[src/rtl/gpio_irq_pkg.sv]
package gpio_irq_pkg;

    localparam int REG_W  = 16;
    localparam int ADDR_W = 6;

    typedef enum logic [2:0] {
        FLD_NONE,
        FLD_STAT,
        FLD_EN,
        FLD_TYPE,
        FLD_POL,
        FLD_HOLD,
        FLD_FALL,
        FLD_RISE
    } fld_e;

    typedef struct packed {
        fld_e fld;
        logic hi;
    } decode_t;

    function automatic decode_t decode_addr(input logic [ADDR_W-1:0] a);
        decode_t d;
        d.hi = a[1];
        case (a)
            6'h08, 6'h0A: d.fld = FLD_STAT;
            6'h0C, 6'h0E: d.fld = FLD_EN;
            6'h10, 6'h12: d.fld = FLD_TYPE;
            6'h14, 6'h16: d.fld = FLD_POL;
            6'h18, 6'h1A: d.fld = FLD_HOLD;
            6'h20, 6'h22: d.fld = FLD_FALL;
            6'h24, 6'h26: d.fld = FLD_RISE;
            default:      d.fld = FLD_NONE;
        endcase
        return d;
    endfunction

endpackage

[src/rtl/gpio_irq_sync.sv]
module gpio_irq_sync #(
    parameter int PINS = 32
) (
    input  logic            clk,
    input  logic            rst_n,
    input  logic [PINS-1:0] pin_i,
    output logic [PINS-1:0] lvl_o,
    output logic [PINS-1:0] rise_o,
    output logic [PINS-1:0] fall_o
);

    logic [PINS-1:0] meta_q;
    logic [PINS-1:0] sync_q;
    logic [PINS-1:0] prev_q;

    always_ff @(posedge clk or negedge rst_n) begin
        if (!rst_n) begin
            meta_q <= '0;
            sync_q <= '0;
            prev_q <= '0;
        end else begin
            meta_q <= pin_i;
            sync_q <= meta_q;
            prev_q <= sync_q;
        end
    end

    assign lvl_o  = sync_q;
    assign rise_o = sync_q & ~prev_q;
    assign fall_o = ~sync_q & prev_q;

endmodule

[src/rtl/gpio_irq_regs.sv]
module gpio_irq_regs
    import gpio_irq_pkg::*;
#(
    parameter int DATA_W = REG_W,
    parameter int PINS   = 2 * DATA_W
) (
    input  logic              clk,
    input  logic              rst_n,
    input  logic              bus_wr,
    input  logic [ADDR_W-1:0] bus_addr,
    input  logic [DATA_W-1:0] bus_wdata,
    output logic [DATA_W-1:0] bus_rdata,
    input  logic [PINS-1:0]   stat_i,
    output logic [PINS-1:0]   en_o,
    output logic [PINS-1:0]   typ_o,
    output logic [PINS-1:0]   pol_o,
    output logic [PINS-1:0]   hold_o,
    output logic [PINS-1:0]   fall_en_o,
    output logic [PINS-1:0]   rise_en_o,
    output logic [PINS-1:0]   clr_o
);

    decode_t dec;
    assign dec = decode_addr(bus_addr);

    function automatic logic [PINS-1:0] put_half(input logic [PINS-1:0] old,
                                                 input logic hi,
                                                 input logic [DATA_W-1:0] d);
        logic [PINS-1:0] v;
        v = old;
        if (hi) v[PINS-1:DATA_W] = d;
        else    v[DATA_W-1:0]    = d;
        return v;
    endfunction

    function automatic logic [DATA_W-1:0] get_half(input logic [PINS-1:0] v,
                                                   input logic hi);
        return hi ? v[PINS-1:DATA_W] : v[DATA_W-1:0];
    endfunction

    always_ff @(posedge clk or negedge rst_n) begin
        if (!rst_n) begin
            en_o      <= '0;
            typ_o     <= '0;
            pol_o     <= '0;
            hold_o    <= '0;
            fall_en_o <= '0;
            rise_en_o <= '0;
        end else if (bus_wr) begin
            unique case (dec.fld)
                FLD_EN:   en_o      <= put_half(en_o,      dec.hi, bus_wdata);
                FLD_TYPE: typ_o     <= put_half(typ_o,     dec.hi, bus_wdata);
                FLD_POL:  pol_o     <= put_half(pol_o,     dec.hi, bus_wdata);
                FLD_HOLD: hold_o    <= put_half(hold_o,    dec.hi, bus_wdata);
                FLD_FALL: fall_en_o <= put_half(fall_en_o, dec.hi, bus_wdata);
                FLD_RISE: rise_en_o <= put_half(rise_en_o, dec.hi, bus_wdata);
                default: ;
            endcase
        end
    end

    always_comb begin
        clr_o = '0;
        if (bus_wr && dec.fld == FLD_STAT)
            clr_o = put_half('0, dec.hi, bus_wdata);
    end

    always_comb begin
        unique case (dec.fld)
            FLD_STAT: bus_rdata = get_half(stat_i,    dec.hi);
            FLD_EN:   bus_rdata = get_half(en_o,      dec.hi);
            FLD_TYPE: bus_rdata = get_half(typ_o,     dec.hi);
            FLD_POL:  bus_rdata = get_half(pol_o,     dec.hi);
            FLD_HOLD: bus_rdata = get_half(hold_o,    dec.hi);
            FLD_FALL: bus_rdata = get_half(fall_en_o, dec.hi);
            FLD_RISE: bus_rdata = get_half(rise_en_o, dec.hi);
            default:  bus_rdata = '0;
        endcase
    end

    // enables come out of reset cleared
    assert_en_reset_R1: assert property (@(posedge clk) disable iff (!rst_n)
        $rose(rst_n) |-> (en_o == '0));

endmodule

[src/rtl/gpio_irq_status.sv]
module gpio_irq_status #(
    parameter int PINS = 32
) (
    input  logic            clk,
    input  logic            rst_n,
    input  logic [PINS-1:0] lvl_i,
    input  logic [PINS-1:0] rise_i,
    input  logic [PINS-1:0] fall_i,
    input  logic [PINS-1:0] typ_i,
    input  logic [PINS-1:0] pol_i,
    input  logic [PINS-1:0] hold_i,
    input  logic [PINS-1:0] fall_en_i,
    input  logic [PINS-1:0] rise_en_i,
    input  logic [PINS-1:0] clr_i,
    output logic [PINS-1:0] stat_o
);

    logic [PINS-1:0] ev;
    logic [PINS-1:0] st_d;

    always_comb begin
        ev   = (typ_i & ((rise_i & rise_en_i) | (fall_i & fall_en_i)))
             | (~typ_i & ~(lvl_i ^ pol_i));
        // set wins over a clear in the same cycle
        st_d = (hold_i & ((stat_o & ~clr_i) | ev)) | (~hold_i & ev);
    end

    always_ff @(posedge clk or negedge rst_n) begin
        if (!rst_n) stat_o <= '0;
        else        stat_o <= st_d;
    end

    // a held bit with no clear stays set
    assert_hold_sticky_R5: assert property (@(posedge clk) disable iff (!rst_n)
        ((stat_o & hold_i & ~clr_i) != '0) |=>
        ((stat_o & $past(stat_o & hold_i & ~clr_i)) == $past(stat_o & hold_i & ~clr_i)));

    // a clear with no new event empties the held bit
    assert_clear_R7: assert property (@(posedge clk) disable iff (!rst_n)
        ((clr_i & hold_i & ~ev) != '0) |=>
        ((stat_o & $past(clr_i & hold_i & ~ev)) == '0));

    // an event in the clear cycle keeps the bit set
    assert_set_wins_R8: assert property (@(posedge clk) disable iff (!rst_n)
        ((clr_i & ev) != '0) |=>
        ((stat_o & $past(clr_i & ev)) == $past(clr_i & ev)));

endmodule

[src/rtl/gpio_irq_prio.sv]
module gpio_irq_prio #(
    parameter int DATA_W = 16,
    parameter int PINS   = 2 * DATA_W,
    parameter int IDX_W  = $clog2(PINS)
) (
    input  logic             clk,
    input  logic             rst_n,
    input  logic [PINS-1:0]  pend_i,
    output logic             valid_o,
    output logic [IDX_W-1:0] idx_o
);

    localparam int NH         = PINS / DATA_W;
    localparam int HALF_IDX_W = $clog2(DATA_W);

    logic [NH-1:0]                 any_v;
    logic [NH-1:0][HALF_IDX_W-1:0] idx_v;

    for (genvar h = 0; h < NH; h++) begin : g_half
        logic                  any_h;
        logic [HALF_IDX_W-1:0] idx_h;
        always_comb begin
            any_h = 1'b0;
            idx_h = '0;
            for (int i = DATA_W - 1; i >= 0; i--) begin
                if (pend_i[h*DATA_W + i]) begin
                    any_h = 1'b1;
                    idx_h = HALF_IDX_W'(i);
                end
            end
        end
        assign any_v[h] = any_h;
        assign idx_v[h] = idx_h;
    end

    // lower half is scanned last so it overrides the upper halves
    always_comb begin
        valid_o = 1'b0;
        idx_o   = '0;
        for (int h = NH - 1; h >= 0; h--) begin
            if (any_v[h]) begin
                valid_o = 1'b1;
                idx_o   = IDX_W'(h * DATA_W + int'(idx_v[h]));
            end
        end
    end

    // winner is pending and nothing below it is
    assert_idx_pending_R10: assert property (@(posedge clk) disable iff (!rst_n)
        valid_o |-> pend_i[idx_o]);
    assert_idx_lowest_R10: assert property (@(posedge clk) disable iff (!rst_n)
        valid_o |-> ((pend_i & ((PINS'(1) << idx_o) - PINS'(1))) == '0));
    // index parks at zero when idle
    assert_idx_idle_R1: assert property (@(posedge clk) disable iff (!rst_n)
        !valid_o |-> (idx_o == '0));

endmodule

[src/rtl/gpio_irq_ctrl.sv]
module gpio_irq_ctrl
    import gpio_irq_pkg::*;
#(
    parameter int DATA_W = REG_W,
    parameter int PINS   = 2 * DATA_W,
    parameter int IDX_W  = $clog2(PINS)
) (
    input  logic              clk,
    input  logic              rst_n,
    input  logic [PINS-1:0]   pin_i,
    input  logic              bus_wr,
    input  logic [ADDR_W-1:0] bus_addr,
    input  logic [DATA_W-1:0] bus_wdata,
    output logic [DATA_W-1:0] bus_rdata,
    output logic              irq_o,
    output logic [IDX_W-1:0]  irq_idx_o
);

    logic [PINS-1:0] lvl, rise, fall;
    logic [PINS-1:0] en, typ, pol, hold, fall_en, rise_en, clr;
    logic [PINS-1:0] stat;
    logic [PINS-1:0] pend;

    gpio_irq_sync #(.PINS(PINS)) i_sync (
        .clk    (clk),
        .rst_n  (rst_n),
        .pin_i  (pin_i),
        .lvl_o  (lvl),
        .rise_o (rise),
        .fall_o (fall)
    );

    gpio_irq_regs #(.DATA_W(DATA_W), .PINS(PINS)) i_regs (
        .clk       (clk),
        .rst_n     (rst_n),
        .bus_wr    (bus_wr),
        .bus_addr  (bus_addr),
        .bus_wdata (bus_wdata),
        .bus_rdata (bus_rdata),
        .stat_i    (stat),
        .en_o      (en),
        .typ_o     (typ),
        .pol_o     (pol),
        .hold_o    (hold),
        .fall_en_o (fall_en),
        .rise_en_o (rise_en),
        .clr_o     (clr)
    );

    gpio_irq_status #(.PINS(PINS)) i_status (
        .clk       (clk),
        .rst_n     (rst_n),
        .lvl_i     (lvl),
        .rise_i    (rise),
        .fall_i    (fall),
        .typ_i     (typ),
        .pol_i     (pol),
        .hold_i    (hold),
        .fall_en_i (fall_en),
        .rise_en_i (rise_en),
        .clr_i     (clr),
        .stat_o    (stat)
    );

    assign pend = stat & en;

    gpio_irq_prio #(.DATA_W(DATA_W), .PINS(PINS), .IDX_W(IDX_W)) i_prio (
        .clk     (clk),
        .rst_n   (rst_n),
        .pend_i  (pend),
        .valid_o (irq_o),
        .idx_o   (irq_idx_o)
    );

    // a masked pin never raises the line on its own
    assert_mask_R9: assert property (@(posedge clk) disable iff (!rst_n)
        ((stat & en) == '0) |-> !irq_o);

endmodule

[config.mk]
export PLATFORM = sky130hd
export DESIGN_NAME = gpio_irq_ctrl
export DESIGN_NICKNAME = d
export VERILOG_FILES = /design/src/rtl/gpio_irq_pkg.sv /design/src/rtl/gpio_irq_sync.sv /design/src/rtl/gpio_irq_regs.sv /design/src/rtl/gpio_irq_status.sv /design/src/rtl/gpio_irq_prio.sv /design/src/rtl/gpio_irq_ctrl.sv
export SDC_FILE = /design/constraint.sdc
export NUM_CORES = 1
export LEC_CHECK = 0
export ABC_CLOCK_PERIOD_IN_PS = 4100
export BUFFER_PORTS_ARGS = -buffer_cell sky130_fd_sc_hd__buf_4
export CAP_MARGIN = 20
export CORE_AREA = 2 2 242 244
export CTS_CLUSTER_SIZE = 12
export DETAILED_ROUTE_END_ITERATION = 8
export DIE_AREA = 0 0 244 246
export PLACE_DENSITY = 0.37
export SLEW_MARGIN = 40
export SYNTH_ARGS = -nofsm -noshare
export SYNTH_HDL_FRONTEND = slang
export SYNTH_SLANG_ARGS = --single-unit
export TNS_END_PERCENT = 30
[constraint.sdc]
create_clock -name clk -period 4.1 [get_ports clk]
set_input_delay 0.41 -clock clk [delete_from_list [all_inputs] [get_ports clk]]
set_output_delay 0.41 -clock clk [all_outputs]
set_load 0.005 [all_outputs]
* After elaboration in Yosys (flattened, before gate mapping)
Memory sizes are Yosys's and may differ from the RTL's.
Cells that the tools add are included.
** Cells by class
- $add $sub $neg :: 1
- Shift operators :: 0
- Eq/ne operators :: 7
- Div/mod/pow operators :: 0
- Mux-type cells :: 79
- Bitwise gates (word level) :: 22
- $mul :: 0
- Magnitude comparators :: 0
- Reduce and logical (&&, ||, !) cells :: 13
** Operators with widths (number)
- 32-bit bitwise AND :: 10
- 32-bit inverter :: 6
- 16-bit two-way mux :: 9
- 4-bit two-way mux :: 32
- 32-bit bitwise OR :: 4
- 16-bit one-hot mux with 7 select lines :: 1
- 3-bit AND reduction :: 12
- 1-bit two-way mux :: 34
- 32-bit two-way mux :: 1
- 32-bit bitwise XOR :: 1
- 3-bit == test (second input constant) :: 4
- 5-bit two-way mux :: 2
- 3-bit by 2-bit == test with 1-bit output (second input constant) :: 2
- 5-bit by 4-bit adder with 5-bit output (first input constant) :: 1
- 3-bit by 1-bit == test with 1-bit output (second input constant) :: 1
- 1-bit logical AND :: 1
- 1-bit inverter :: 1
** Storage, ports and cells
- Bits in writable memories :: 0
- Logic and storage cells :: 139
- Output and inout port bits :: 22
- Memory bits (read-only) :: 192
- Input port bits :: 57
- Memories kept :: 1
- Register bits after elaboration :: 320
- Latch bits :: 0
** Memories
- (name not given) :: depth 64, bits a word 3, read ports 1, clocked after memory_dff 0, write ports 0, line gpio_irq_pkg.sv:25 : case (a)

* Depth between registers and ports, before layout
Gate-level depths: netlist (run 1).
- Word-level depth :: 20
- Gate-level depth with buffers :: 7

* Hierarchy
From an unflattened synthesis (run 1), not the netlist that was laid out.
** Second synthesis, totals
- Cells, all modules :: 1152
- Area, all modules :: 15120.8 um^2
** By module, submodules not included
- gpio_irq_regs :: instances 1, sequential area each 4804.6 um^2, area each 9467.8 um^2, cells an instance 702
- gpio_irq_sync :: instances 1, sequential area each 2402.3 um^2, area each 2962.8 um^2, cells an instance 160
- gpio_irq_status :: instances 1, sequential area each 800.8 um^2, area each 2122.0 um^2, cells an instance 192
- gpio_irq_prio :: instances 1, sequential area each 0.0 um^2, area each 367.9 um^2, cells an instance 66
- gpio_irq_ctrl :: instances 1, sequential area each 0.0 um^2, area each 200.2 um^2, cells an instance 32

* Worst setup path before layout (run 1)
Ideal clock, no wire load.
- Path kind :: input to output
- Start :: in bus_addr[3]
- End :: out bus_rdata[12]
- Slack :: 1833 ps
- Buffers on the path :: 2
- Required time :: 3690 ps
- Cell stages on the path :: 7
- Arrival time :: 1857 ps
- Cells stage by stage :: buf_2 > nor4b_1 > nand2_1 > buf_2 > o22ai_1 > nor4_1 > o21ai_0
** On the way
- Word-level cells in the longest chain between the ends :: 3
** Ends and longest elaborated chain
- start: declaration :: line gpio_irq_ctrl.sv:12 : input logic [ADDR_W-1:0] bus_addr,
- memory 64 x 3 bit *
- 3-bit == test, or another cell as far along :: line gpio_irq_regs.sv:69 : unique case (dec.fld)
- 16-bit one-hot mux with 7 select lines * :: line gpio_irq_regs.sv:69
- end: declaration :: line gpio_irq_ctrl.sv:14 : output logic [DATA_W-1:0] bus_rdata,
Every way passes the cells marked *; elsewhere a longest branch is shown, timed or not.

* Worst setup path after layout (run 1)
- Start :: reg i_status.stat_o[11]
- End :: out irq_idx_o[2]
** On the way
- Word-level cells in the longest chain between the ends :: 14
** Ends and longest elaborated chain
- start: declaration :: line gpio_irq_status.sv:15 : output logic [PINS-1:0] stat_o
- start signal: assignment :: line gpio_irq_status.sv:30 : else stat_o <= st_d;
- 32-bit bitwise AND * :: line gpio_irq_ctrl.sv:65 : assign pend = stat & en;
- 4-bit two-way mux / 1-bit two-way mux (equally long branches) (12 in a row) :: line gpio_irq_prio.sv:26 : if (pend_i[h*DATA_W + i]) begin
- 5-bit two-way mux * :: line gpio_irq_prio.sv:41 : if (any_v[h]) begin
- end: declaration :: line gpio_irq_ctrl.sv:16 : output logic [IDX_W-1:0] irq_idx_o
Marked as above.

==> results of run 1 <==
## layer usage
layer | vias up | wire length, um
li1 | 4378 | -
met1 | 4989 | 22110
met2 | 153 | 20510
met3 | 61 | 1371
met4 | 0 | 1017
met5 | - | 0
## placed cells by master (no fill, tap or decap), types with 10 or more instances in the layout
cell             n
xor2_1          31
nor4_1          13
dlygate4sd3_1   33
a31o_2          29
a22o_1          13
nand3b_1        33
nand2_1        118
clkbuf_1        12
mux2i_1         92
o22ai_1         27
clkbuf_16       43
buf_4          104
mux2_2         192
o21ai_0         79
mux4_2          10
nor2_1          27
dfrtp_1        320
## final timing paths
kind | startpoint | endpoint | slack, ns | cells after the start
setup / recovery | i_status.stat_o[11] | irq_idx_o[2] | 0.53 | 6
hold / removal | bus_wdata[14] | i_regs.pol_o[14] | 0.22 | 2
setup reg to reg | i_sync.lvl_o[29] | i_status.stat_o[29] | 2.92 | 5
hold reg to reg | i_sync.meta_q[20] | i_sync.lvl_o[20] | 0.34 | 0
max in group asynchronous | rst_n | i_sync.prev_q[13] | 2.65 | 4
min in group asynchronous | rst_n | i_sync.meta_q[31] | 0.30 | 2
## report_power, final
part           internal (mW)  switching [mW]  total (mW)
clock network           2.11            1.41        3.52
logic                  0.641           0.582        1.22
registers               3.55           0.419        3.97
total                   6.30            2.41        8.71
## stage by stage
stage | worst slack (ns) | cells | hold slack, ns | area, um^2
floorplan | 1.833 | 1118 | 0.1144 | 14260
global placement | 0.6417 | 1938 | 0.3333 | 15850
detailed placement | 0.6358 | 1938 | 0.3362 | 15870
CTS | 0.6092 | 2041 | 0.1862 | 17490
global route | 0.4884 | 2042 | 0.2152 | 17520
finish | 0.5319 | 2042 | 0.2169 | 17520
## final cells by class
| class | count | area [um^2] |
|---|---|---|
| Inverter | 3 | 11.26 |
| Fill cell | 5786 | 39850 |
| Timing Repair Buffer | 144 | 1249 |
| Sequential cell | 320 | 8008 |
| Multi-Input combinational cell | 740 | 6005 |
| Tap cell | 765 | 957.2 |
| Clock buffer | 59 | 1176 |
| Clock inverter | 11 | 113.9 |
## sequential cells by signal, summed over array words and instances (netlist names)
signal	cells
i_regs.fall_en_o	32
i_regs.hold_o	32
i_regs.pol_o	32
i_status.stat_o	32
i_regs.rise_en_o	32
i_sync.prev_q	32
i_sync.lvl_o	32
i_regs.typ_o	32
i_sync.meta_q	32
i_regs.en_o	32
## kinds of logic (layout without fill, tap and decap cells)
group                     after synthesis  count (layout)
DFF                                   320             320
buffers and inverters                  58             217
AOI/OAI and AO/OA                     191             191
and+or+nand+nor                       224             224
xor gates and xnor gates               31              31
muxes                                 294             294
## what timing repair did
action | in CTS | in global routing
endpoints found under the setup margin | 0 | 0
setup buffers | 0 | 0
hold buffers | 33 | 0
endpoints found under the hold margin | 117 | 0
==> results.cfg, run 1 <==
[timing]
fin_crit_ns = 3.568
setup_tns_ns = 0
hold_violations = 0
final.setup_skew_ns = 0.01155
maxSlewHeadroom_pct = 35.87
max_freq_ghz = 0.2803
rsz0062_at_grt = false
fin_crit_sh_pct = 87.03
finalMaxSlewViolations = 0
setup_violations = 0
tightest_slew_ns = 0.9496

[clock_tree]
cts_buffers = 41
clock-sinks = 320
path_clk_slew_ns = 0.06
htree_levels = 2
cts_buffer_depth = 3
clk_latency_ns = 0.55
cts_tree = done
post_cts_resized = 0
cts_root_buffer = clkbuf_16

[synth]
synth_cell_types = 51
synth.most_common_cell = dfrtp_1
synth_seq_area_share_pct = 56.16
synth_nets = 1175
synth_common_cells = 320 x dfrtp_1, 192 x mux2_2, 119 x nand2_1
synth_mux_area_share_pct = 23.20
ys.flop_type = dfrtp_1
synth_fa_ha_area_share_pct = 0
synth_top_area_cell = dfrtp_1
async_reset_ff_share_pct = 100.0
synth_top_area_share_pct = 56.16
synthCells = 1118
yosys_warnings = 0
ys_ff_latch = 320
syn_avg_cell_area_um2 = 12.75
synth_area_leaders = dfrtp_1 56%, mux2_2 15%, mux2i_1 6.5%
synth-edff-count = 0
synthSimpleGateAreaFrac_pct = 7.951
mappedNetlistArea_um2 = 14260
synth_xor_area_share_pct = 1.904
synth_top_family_by_area = multiplexers
synth-compound-area-share_pct = 8.943

[detailed_routing]
vias = 9581
dr.pass1.iters = 8
wl_um = 45010
vias_per_cell = 4.692
drt_iter0_drc = 502
drc = 0
wl_per_cell_um = 22.04
final_antenna_net_count = 0

[critical_path]
slowest_delay_ns = 0.89
crit_path_start_kind = flop
path_delay_family = compound AO/OA/AOI/OAI gates
path_buf_inv = 1
crit_chain = a22o_1 -> nand4bb_1 -> nor2_1 -> nand2_1 -> o41ai_1 -> buf_4
crit_path_end_kind = output pin
setup.worst_path.class = flop to output pin
cpMaxStageDelayCell = o41ai_1
cp_max_fo = 5
arrival_ns = 3.16
worst_ep_required_time_ns = 3.69

[die]
start_util_pct = 24.85
rows = 88
coreArea_um2 = 57370
die_width_um = 244
die_height_um = 246
die_area_um2 = 60020
io_pins = 79

[finish]
antenna_cells = 0
post-route-util_pct = 30.54
fin_nets = 1307
drive_gt1_share_pct = 32.34
area_delta_synth_final_pct = 22.88

[global_routing]
grt_first_pass_wirelength_um = 68740
use_met3_pct = 2.190
grt_use_met1_pct = 21.74
grt.total_usage_pct = 15.32
top_usage_layer = met2
grt-ovfl-total = 0
grt_max_degree = 91
first_global_vias = 10124
antenna_found_initial = 0
use_met2_pct = 24.18

[place]
gp_routability_congestion = 0.7429
dp.final_hpwl_um = 29700
portBuffers = 78

[worst_hold_path]
min-delay-path-class = input port to flop

[run]
maxCapViolations = 0

[pwr]
leakage_nw = 7.757
power_mw = 8.709
vdd_ir_drop_max_uv = 273.1
powerDensity_nw_per_um2 = 497.1

[outcome]
status = complete, no violations
Power figures use the tool's default switching activity.
==> run 2, diff against run 1 <==
--- a/config.mk
+++ b/config.mk
@@ -8,11 +8,12 @@
 export ABC_CLOCK_PERIOD_IN_PS = 4100
 export BUFFER_PORTS_ARGS = -buffer_cell sky130_fd_sc_hd__buf_4
 export CAP_MARGIN = 20
-export CORE_AREA = 2 2 242 244
+export CORE_AREA = 2 2 166 168
+export CTS_BUF_LIST = sky130_fd_sc_hd__clkbuf_16
 export CTS_CLUSTER_SIZE = 12
 export DETAILED_ROUTE_END_ITERATION = 8
-export DIE_AREA = 0 0 244 246
-export PLACE_DENSITY = 0.37
+export DIE_AREA = 0 0 168 170
+export PLACE_DENSITY = 0.69
 export SLEW_MARGIN = 40
 export SYNTH_ARGS = -nofsm -noshare
 export SYNTH_HDL_FRONTEND = slang
==> run 2 against run 1 <==
Effect of this change: cell count is 21% lower; die area is 52% lower; global-route usage is 11 points higher; register-to-register slack hardly changed; non-clock buffer count is 4 lower; sequential power hardly changed; sequential cell count stayed put; critical path type unchanged; largest power group unchanged.
==> results.cfg, run 2 (synthesized netlist as in run 1, its figures left out) <==
[timing]
tightest_slew_ns = 0.8183
setup_violations = 0
finalMaxSlewViolations = 0
fin_crit_ns = 3.253
fin_crit_sh_pct = 79.35
maxSlewHeadroom_pct = 45.44
setup_tns_ns = 0
worst_slack_ns = 0.8466
rsz0062_at_grt = false
final.setup_skew_ns = 0.006221
hold_violations = 0
max_freq_ghz = 0.3074

[finish]
design_area_um2 = 16780
fin_nets = 1298
post-route-util_pct = 62.97
area_delta_synth_final_pct = 17.70
drive_gt1_share_pct = 31.41
fill_cells = 2071
layout_common_cells = 320 x dfrtp_1, 192 x mux2_2, 118 x nand2_1
antenna_cells = 0
final_common_cell = dfrtp_1
final_cells = 1608

[die]
die_height_um = 170
rows = 60
coreArea_um2 = 26650
io_pins = 79
die_area_um2 = 28560
start_util_pct = 53.50
die_width_um = 168

[clock_tree]
postCtsSetupBuffers = 0
clk_latency_ns = 0.52
cts_tree = done
cts_root_buffer = clkbuf_16
clock-sinks = 320
cts_buffers = 36
path_clk_slew_ns = 0.06
postCtsHoldBufs = 32
post_cts_resized = 0
htree_levels = 2
cts_buffer_depth = 3

[detailed_routing]
vias = 9689
drt_iter0_drc = 875
wl_um = 36310
wl_per_cell_um = 22.58
final_antenna_net_count = 0
drc = 0
vias_per_cell = 6.025
dr.pass1.iters = 5

[global_routing]
grt_max_degree = 109
grt-ovfl-total = 0
first_global_vias = 9667
antenna_found_initial = 0
grt.total_usage_pct = 26.06
grt_first_pass_wirelength_um = 56730

[pwr]
p_int_mw = 6.008
vdd_ir_drop_max_uv = 355.6
power_frac_seq_pct = 48.2
clockPowerShare_pct = 37.5
leakage_nw = 7.701
switching_share_pct = 26.71
p_sw_mw = 2.189
power_frac_comb_pct = 14.3
powerDensity_nw_per_um2 = 488.5

[place]
gp_routability_congestion = 0.8793
place_ws_ns = 1.011
portBuffers = 78
placed_cells = 1510
dpl_cell_area_um2 = 15280
dp.final_hpwl_um = 22920

[critical_path]
worst_ep_required_time_ns = 3.69
crit_path_end_kind = output pin
crit_path_start_kind = flop
arrival_ns = 2.84
setup.worst_path.class = flop to output pin
cp_max_fo = 4

[worst_hold_path]
min-delay-path-class = input port to flop

[run]
maxCapViolations = 0

[outcome]
status = complete, no violations
## run 2: worst paths after layout
check                                     from              endpoint  slack [ns]  cells after the start
setup reg to reg              i_sync.lvl_o[31]   i_status.stat_o[31]        2.93                      5
min in group asynchronous                rst_n  i_regs.rise_en_o[24]        0.36                      2
max in group asynchronous                rst_n   i_regs.fall_en_o[0]        2.69                      4
setup / recovery           i_status.stat_o[13]          irq_idx_o[2]        0.85                      6
hold reg to reg              i_sync.meta_q[24]      i_sync.lvl_o[24]        0.34                      0
hold / removal                    bus_wdata[8]  i_regs.rise_en_o[24]        0.24                      2
## run 2: final cells by class
cell class              count  area [um^2]  area share [%]
flip-flops and latches    320         8008           47.72
clock buffers              37        925.9           5.517
repair buffers            140         1206           7.188
clock inverters            27        198.9           1.186
multi-input cells         740         6005           35.78
inverters                   3        11.26         0.06710
well taps                 341        426.7           2.542
## run 2: critical path, cell delays in order (launching register included)
cell	delay (ns)
dfrtp_1	0.42
a22oi_1	0.43
nand4bb_1	0.22
nor2_1	0.23
nand2_1	0.18
o41ai_1	0.63
buf_4	0.22
## run 2: stage by stage
stage                     hold slack [ns]  power, mW
after floorplan                    0.1144      4.622
after global placement             0.3317      5.094
after detailed placement           0.3347      5.131
after CTS                        0.003647      8.252
after global routing               0.2447      8.564
final                              0.2450      8.197
## run 2: power groups by stage
stage	Sequential, mW	Combinational (mW)	Clock, mW
after detailed placement	3.99	1.14	0
after floorplan	3.85	0.774	0
after global routing	4.00	1.28	3.28
after global placement	3.98	1.11	0
after CTS	3.94	1.17	3.14
final	3.95	1.17	3.08
## run 2: metal layers
metal  GRT usage, %  wire, um  vias to the layer above
met3          4.558      2192                       78
li1               -         -                     4378
met4          10.21      1214                        0
met2          40.60     16870                      298
met5              0         0                        -
met1          36.76     16030                     4935
